### src/rtl/wdg_pkg.sv
package wdg_pkg;

    localparam int          BYTE_W     = 8;
    localparam int          KICK_BIT   = 0;
    localparam logic [7:0]  READ_CONST = 8'h02;

    typedef enum logic [1:0] {
        CMD_NONE = 2'd0,
        CMD_KICK = 2'd1,
        CMD_HOLD = 2'd2
    } wdg_cmd_e;

    typedef struct packed {
        logic              hit;
        logic              wr;
        logic              rd;
        logic [BYTE_W-1:0] wdata;
    } wdg_access_t;

    function automatic wdg_cmd_e classify(input wdg_access_t acc);
        if (!(acc.hit && acc.wr)) begin
            return CMD_NONE;
        end
        return acc.wdata[KICK_BIT] ? CMD_HOLD : CMD_KICK;
    endfunction

endpackage

### src/rtl/wdg_decode.sv
module wdg_decode
    import wdg_pkg::*;
#(
    parameter int              ADDR_W   = 16,
    parameter logic [ADDR_W-1:0] CLR_ADDR = 16'h03F0
) (
    input  logic              bus_wr,
    input  logic              bus_rd,
    input  logic [ADDR_W-1:0] bus_addr,
    input  logic [BYTE_W-1:0] bus_wdata,
    output wdg_cmd_e          cmd,
    output logic [BYTE_W-1:0] rdata
);

    wdg_access_t acc;

    always_comb begin
        acc.hit   = (bus_addr == CLR_ADDR);
        acc.wr    = bus_wr;
        acc.rd    = bus_rd;
        acc.wdata = bus_wdata;
    end

    always_comb begin
        cmd = classify(acc);
    end

    always_comb begin
        rdata = (acc.rd && acc.hit) ? READ_CONST : '0;
    end

endmodule

### src/rtl/wdg_core.sv
module wdg_core
    import wdg_pkg::*;
#(
    parameter int TIMEOUT = 16384,
    parameter bit ENABLE  = 1'b1
) (
    input  logic     clk,
    input  logic     rst,
    input  wdg_cmd_e cmd,
    output logic     expire
);

    localparam int CNT_W = (TIMEOUT > 2) ? $clog2(TIMEOUT) : 1;
    localparam logic [CNT_W-1:0] LAST = CNT_W'(TIMEOUT - 1);

    generate
        if (ENABLE) begin : g_live
            logic [CNT_W-1:0] cnt;
            logic             pulse;

            always_ff @(posedge clk) begin
                if (rst) begin
                    cnt   <= '0;
                    pulse <= 1'b0;
                end else if (cmd == CMD_KICK) begin
                    cnt   <= '0;
                    pulse <= 1'b0;
                end else if (cnt == LAST) begin
                    cnt   <= '0;
                    pulse <= 1'b1;
                end else begin
                    cnt   <= cnt + 1'b1;
                    pulse <= 1'b0;
                end
            end

            assign expire = pulse;

            AST_RESET_CLEARS: assert property (@(posedge clk) disable iff (rst)
                $past(rst) |-> (cnt == '0 && !expire));
            AST_KICK_RESTARTS: assert property (@(posedge clk) disable iff (rst)
                (cmd == CMD_KICK) |=> (cnt == '0 && !expire));
            AST_HOLD_ADVANCES: assert property (@(posedge clk) disable iff (rst)
                (cmd != CMD_KICK && cnt != LAST) |=> (cnt == $past(cnt) + 1'b1));
            AST_EXPIRE_SINGLE: assert property (@(posedge clk) disable iff (rst)
                expire |=> !expire);
            AST_EXPIRE_ON_LAST: assert property (@(posedge clk) disable iff (rst)
                (cmd != CMD_KICK && cnt == LAST) |=> (expire && cnt == '0));
            AST_KICK_WINS: assert property (@(posedge clk) disable iff (rst)
                (cmd == CMD_KICK && cnt == LAST) |=> !expire);
        end else begin : g_off
            logic unused_inputs;
            assign unused_inputs = ^{clk, rst, cmd};
            assign expire = 1'b0;

            AST_OFF_SILENT: assert property (@(posedge clk) disable iff (rst)
                !expire);
        end
    endgenerate

    initial begin
        AST_TIMEOUT_RANGE: assert (TIMEOUT >= 2);
    end

endmodule

### src/rtl/wdg_clear_timer.sv
module wdg_clear_timer
    import wdg_pkg::*;
#(
    parameter int                ADDR_W   = 16,
    parameter logic [ADDR_W-1:0] CLR_ADDR = 16'h03F0,
    parameter int                TIMEOUT  = 16384,
    parameter bit                ENABLE   = 1'b1
) (
    input  logic              clk,
    input  logic              rst,
    input  logic              bus_wr,
    input  logic              bus_rd,
    input  logic [ADDR_W-1:0] bus_addr,
    input  logic [7:0]        bus_wdata,
    output logic [7:0]        bus_rdata,
    output logic              wdg_expire
);

    wdg_cmd_e cmd;

    wdg_decode #(
        .ADDR_W   (ADDR_W),
        .CLR_ADDR (CLR_ADDR)
    ) u_decode (
        .bus_wr    (bus_wr),
        .bus_rd    (bus_rd),
        .bus_addr  (bus_addr),
        .bus_wdata (bus_wdata),
        .cmd       (cmd),
        .rdata     (bus_rdata)
    );

    wdg_core #(
        .TIMEOUT (TIMEOUT),
        .ENABLE  (ENABLE)
    ) u_core (
        .clk    (clk),
        .rst    (rst),
        .cmd    (cmd),
        .expire (wdg_expire)
    );

    AST_READ_CONST: assert property (@(posedge clk) disable iff (rst)
        (bus_rd && bus_addr == CLR_ADDR) |-> (bus_rdata == 8'h02));
    AST_READ_QUIET: assert property (@(posedge clk) disable iff (rst)
        !bus_rd |-> (bus_rdata == 8'h00));
    AST_RESET_QUIET: assert property (@(posedge clk) disable iff (rst)
        $past(rst) |-> !wdg_expire);

endmodule

### config.mk
export PLATFORM = sky130hd
export DESIGN_NAME = wdg_clear_timer
export DESIGN_NICKNAME = d
export VERILOG_FILES = /design/src/rtl/wdg_pkg.sv /design/src/rtl/wdg_decode.sv /design/src/rtl/wdg_core.sv /design/src/rtl/wdg_clear_timer.sv
export SDC_FILE = /design/constraint.sdc
export NUM_CORES = 1
export LEC_CHECK = 0
export CORE_AREA = 2 2 50 52
export DETAILED_ROUTE_END_ITERATION = 10
export DIE_AREA = 0 0 52 54
export GPL_TIMING_DRIVEN = 0
export PLACE_DENSITY = 0.81
export SKIP_LAST_GASP = 1
export SYNTH_ARGS = -nofsm -noshare
export SYNTH_HDL_FRONTEND = slang
export SYNTH_SLANG_ARGS = --single-unit
### constraint.sdc
create_clock -name clk -period 1.7 [get_ports clk]
set_input_delay 0.34 -clock clk [delete_from_list [all_inputs] [get_ports clk]]
set_output_delay 0.34 -clock clk [all_outputs]
set_load 0.02 [all_outputs]
## Word level (Yosys, flattened, before mapping)

Index checks and enable logic that the tools add are counted.

- Equality and inequality tests: 3
- Add/sub/neg operators: 1
- Reductions and logical operators: 4
- Mux-type cells: 4

Operator list:

| kind | number |
|---|---|
| $eq 16x10->1 const B | 1 |
| $add 14x1->14 const B | 1 |
| $eq 14x14->1 const B | 1 |
| $mux 2 | 3 |
| $reduce_or 3->1 | 1 |
| $eq 2x1->1 const B | 1 |
| $logic_and 1x1->1 | 2 |
| $reduce_or 2->1 | 1 |
| $mux 1 | 1 |

- Bits of input ports: 28
- Word-level logic and storage cells: 14
- Output and inout bits: 9
- Bits in registers: 15

## Longest topological paths before layout

- Depth in word-level cells: 5
- Mapped depth: 6

## By module

Synthesis repeated with hierarchy kept, for this count alone.

- Cell total of the unflattened synthesis: 84
- Area total of the unflattened synthesis: 775.7 um^2

Modules (own cells, without submodules):

| module | cells each | area an instance (um^2) | instances | seq. area each (um^2) |
|---|---|---|---|---|
| wdg_core | 68 | 646.9 | 1 | 300.3 |
| wdg_decode | 16 | 128.9 | 1 | 0.0 |

## Worst setup path before layout

OpenSTA, ideal clock, no wires.

- Path kind: register to register
- From: register u_core.g_live.cnt[0]
- To: register u_core.g_live.cnt[13]
- Data required time: 1.585 ns
- Cell stages (with the launch flop): 7
- Period minus slack after synthesis: 1.661 ns
- Setup slack: 0.039 ns
- Arrival time: 1.547 ns
- Cells stage by stage: dfxtp_1 ha_1 nand3_1 or4_4 o211ai_2 buf_6 nor2_1

- Cells in the longest elaborated chain, start to end: 2

Ends and longest elaborated chain:

| item | RTL line | text |
|---|---|---|
| from (decl) | wdg_core.sv:18 | `logic [CNT_W-1:0] cnt;` |
| from (signal assigned) | wdg_core.sv:32 | `cnt <= cnt + 1'b1;` |
| parallel branches: the longest is 2 deep, another holds $add 14x1->14 | -- |  |

Parallel ways; which one is timed is not known.
A chain may end at the register's enable or synchronous reset.

## Final worst setup path

- From: register u_core.g_live.cnt[0]
- To: register u_core.g_live.cnt[2]

Same word-level chain as after synthesis.

==> metrics <==
sequential fraction of the synthesis area=39.5%; ys flop type=dfxtp_1; DR iter-0 viols=4; Filler Cells Inserted=212; Synth area leader=dfxtp_1; Final Cycle Share=97.5%; All-Layer GR Usage=13.3%; total power=694 µW; # diodes=0; largest cells by area after synthesis=dfxtp_1 (40%), xnor2_1 (10%), nor2_1 (8.9%); I/O pin count=37; WS Path Type=flip-flop to flip-flop; unrepaired setup endpoints after global routing=yes; Rows=18; DR vias=706; static leakage=0.000522 µW; DP Cell Count=145; DR pass1 iterations=5; final setup vio count=0; top post-synthesis cells by count=nor2_1 (18), dfxtp_1 (15), xnor2_1 (9); initial antenna violation count=0; Port Buffers=22; crit path DAT=1860 ps; vias in the first global route=663; GP Congestion=0.818; Max Cap Violations=0; clk slew on worst S/H paths=100 ps; die area=0.00281 mm²; crit path max fanout=5; routed wire length=1810 µm; final hold vios=0; crit path from=u_core.g_live.cnt[0]; Setup TNS=0 ps; Final #Nets=155; Overflow after GRT=0; RR Endpoint=u_core.g_live.cnt[2]; Slew Limit Fails=0; htree depth=1; mean number of vias per cell=4.55; Crit. End Element=flip-flop; DR WL/cell=11.7 µm; reg2reg start=u_core.g_live.cnt[0]; Die X-Extent=52 µm; cell area power density=593 mW/mm²; worst path required time=1900 ps; hold_buf cts=0; Max Root-Sink Buffers=2; Routed Antenna Nets=0; Final Instance Area=0.00117 mm²; synthesized flop and latch total=15; status=finished clean; share of the synthesized area in the top cell type=39.5%; worst vdd ir=0.000386 V; most frequent cell after synthesis=nor2_1; Post-DP HPWL=1320 µm; Yosys cell types=24; CTS tree=built; Min-Delay Path Class=flip-flop to flip-flop; Synth async-reset ratio=0%; first-pass GRT wire length=2660 µm; Final Skew=9.32 ps; YS warnings=0; Remaining DRCs=0; maximum number of pins on one net before global-route repair=11; CP Capture Point=u_core.g_live.cnt[2]; CORE AREA=0.00232 mm²; area growth from synthesis to layout=54.0%; Synth Cell Area=759 µm²; DP Area=0.00104 mm²; clk_lat worst skew=300 ps; Post-Synthesis Cells=87; CTS Root Cell=clkbuf_4; Fmax=603 MHz; CTS sink count=15; fin cells=155; crit start category=flip-flop; total CTS buffers=3; die height=54 µm; Initial Utilization=32.7%; Worst R2R Path Depth=6; post-layout min period=1660 ps; layout cell share with drive strength beyond 1=25.6%; EDFF count, synth=0; mean post-synth cell area=8.73 µm²; reg2reg setup slack=40 ps
==> repair_timing <==
item | CTS | global route
gates cloned | 0 | 1
resized for setup | 23 | 12
pin swaps | 5 | 5
setup endpoints to repair | 12 | 15
setup buffers | 2 | 3
==> critical path: stages (launching register included) <==
cell      delay (ps)
dfxtp_4          390
ha_4             160
nand3_2          110
or4_4            550
o211ai_2         130
buf_4            180
nor2_1            40
==> power by group <==
part	switching, µW	internal (µW)
combinational	44.1	66.0
sequential	8.29	358
clock	128	89.8
==> per-layer routing <==
metal / part of all wire [%] / GRT usage (%) / up-vias
li1: - / - / 358
met1: 36 / 11.7 / 313
met2: 49 / 24.5 / 30
met3: 13 / 8.06 / 5
met4: 1.6 / 5.26 / 0
met5: 0 / 0 / -
==> worst min-delay path by stage <==
stage	startpoint	depth (start not counted)	end	slack (ps)
after floorplan	u_core.g_live.cnt[0]	1	u_core.g_live.cnt[0]	450
after global placement	u_core.g_live.cnt[0]	1	u_core.g_live.cnt[0]	480
after detailed placement	u_core.g_live.cnt[0]	1	u_core.g_live.cnt[0]	480
after CTS	u_core.g_live.cnt[0]	1	u_core.g_live.cnt[0]	500
after global routing	u_core.g_live.cnt[0]	2	u_core.g_live.cnt[0]	560
final	u_core.g_live.cnt[0]	2	u_core.g_live.cnt[0]	550
==> placed cells by master (no fill, tap or decap), types with 2 or more instances in the layout <==
| cell | netlist | final |
|---|---|---|
| nand2_1 | 5 | 5 |
| dfxtp_4 | 0 | 2 |
| nor3_1 | 2 | 2 |
| nand3_1 | 6 | 5 |
| clkdlybuf4s50_1 | 0 | 5 |
| nand4_1 | 2 | 2 |
| conb_1 | 1 | 7 |
| nor4_1 | 4 | 3 |
| xor2_1 | 3 | 3 |
| dfxtp_2 | 0 | 2 |
| inv_1 | 3 | 3 |
| nor2_1 | 18 | 18 |
| dlygate4sd2_1 | 0 | 10 |
| dfxtp_1 | 15 | 11 |
| xnor2_1 | 9 | 9 |
| clkbuf_4 | 0 | 3 |
| buf_4 | 7 | 14 |
| dlymetal6s2s_1 | 0 | 6 |
==> metrics by stage <==
step	util, %	hold slack (ps)	setup slack [ps]
global placement	44.8	482	-653
detailed placement	44.8	483	-757
floorplan	-	453	38.8
finish	50.4	552	42.8
CTS	47.9	496	-27.6
global route	50.4	563	-26.7
==> cell type report <==
class / count / area (µm²) / area share, %
flip-flops and latches: 15 / 310 / 26.5
repair buffers: 28 / 265 / 22.7
inverters: 3 / 11.3 / 0.963
well taps: 30 / 37.5 / 3.21
multi-input cells: 67 / 452 / 38.6
clock inverters: 1 / 7.51 / 0.642
clock buffers: 3 / 22.5 / 1.93
plain buffers: 8 / 63.8 / 5.45
==> sequential cells by signal, summed over array words and instances (netlist names) <==
| signal | flops |
|---|---|
| u_core.expire | 1 |
| u_core.g_live.cnt | 14 |
==> kinds of logic after synthesis <==
group | after synthesis | share of synthesized area, %
AOI/OAI and AO/OA | 2 | 2.31
and+or+nand+nor | 45 | 32.3
buffers and inverters | 11 | 9.88
xor gates and xnor gates | 12 | 13.8
other | 1 | 0.494
DFF | 15 | 39.5
adders and majority gates | 1 | 1.65
Note: power is estimated with default switching activity, not from simulation.
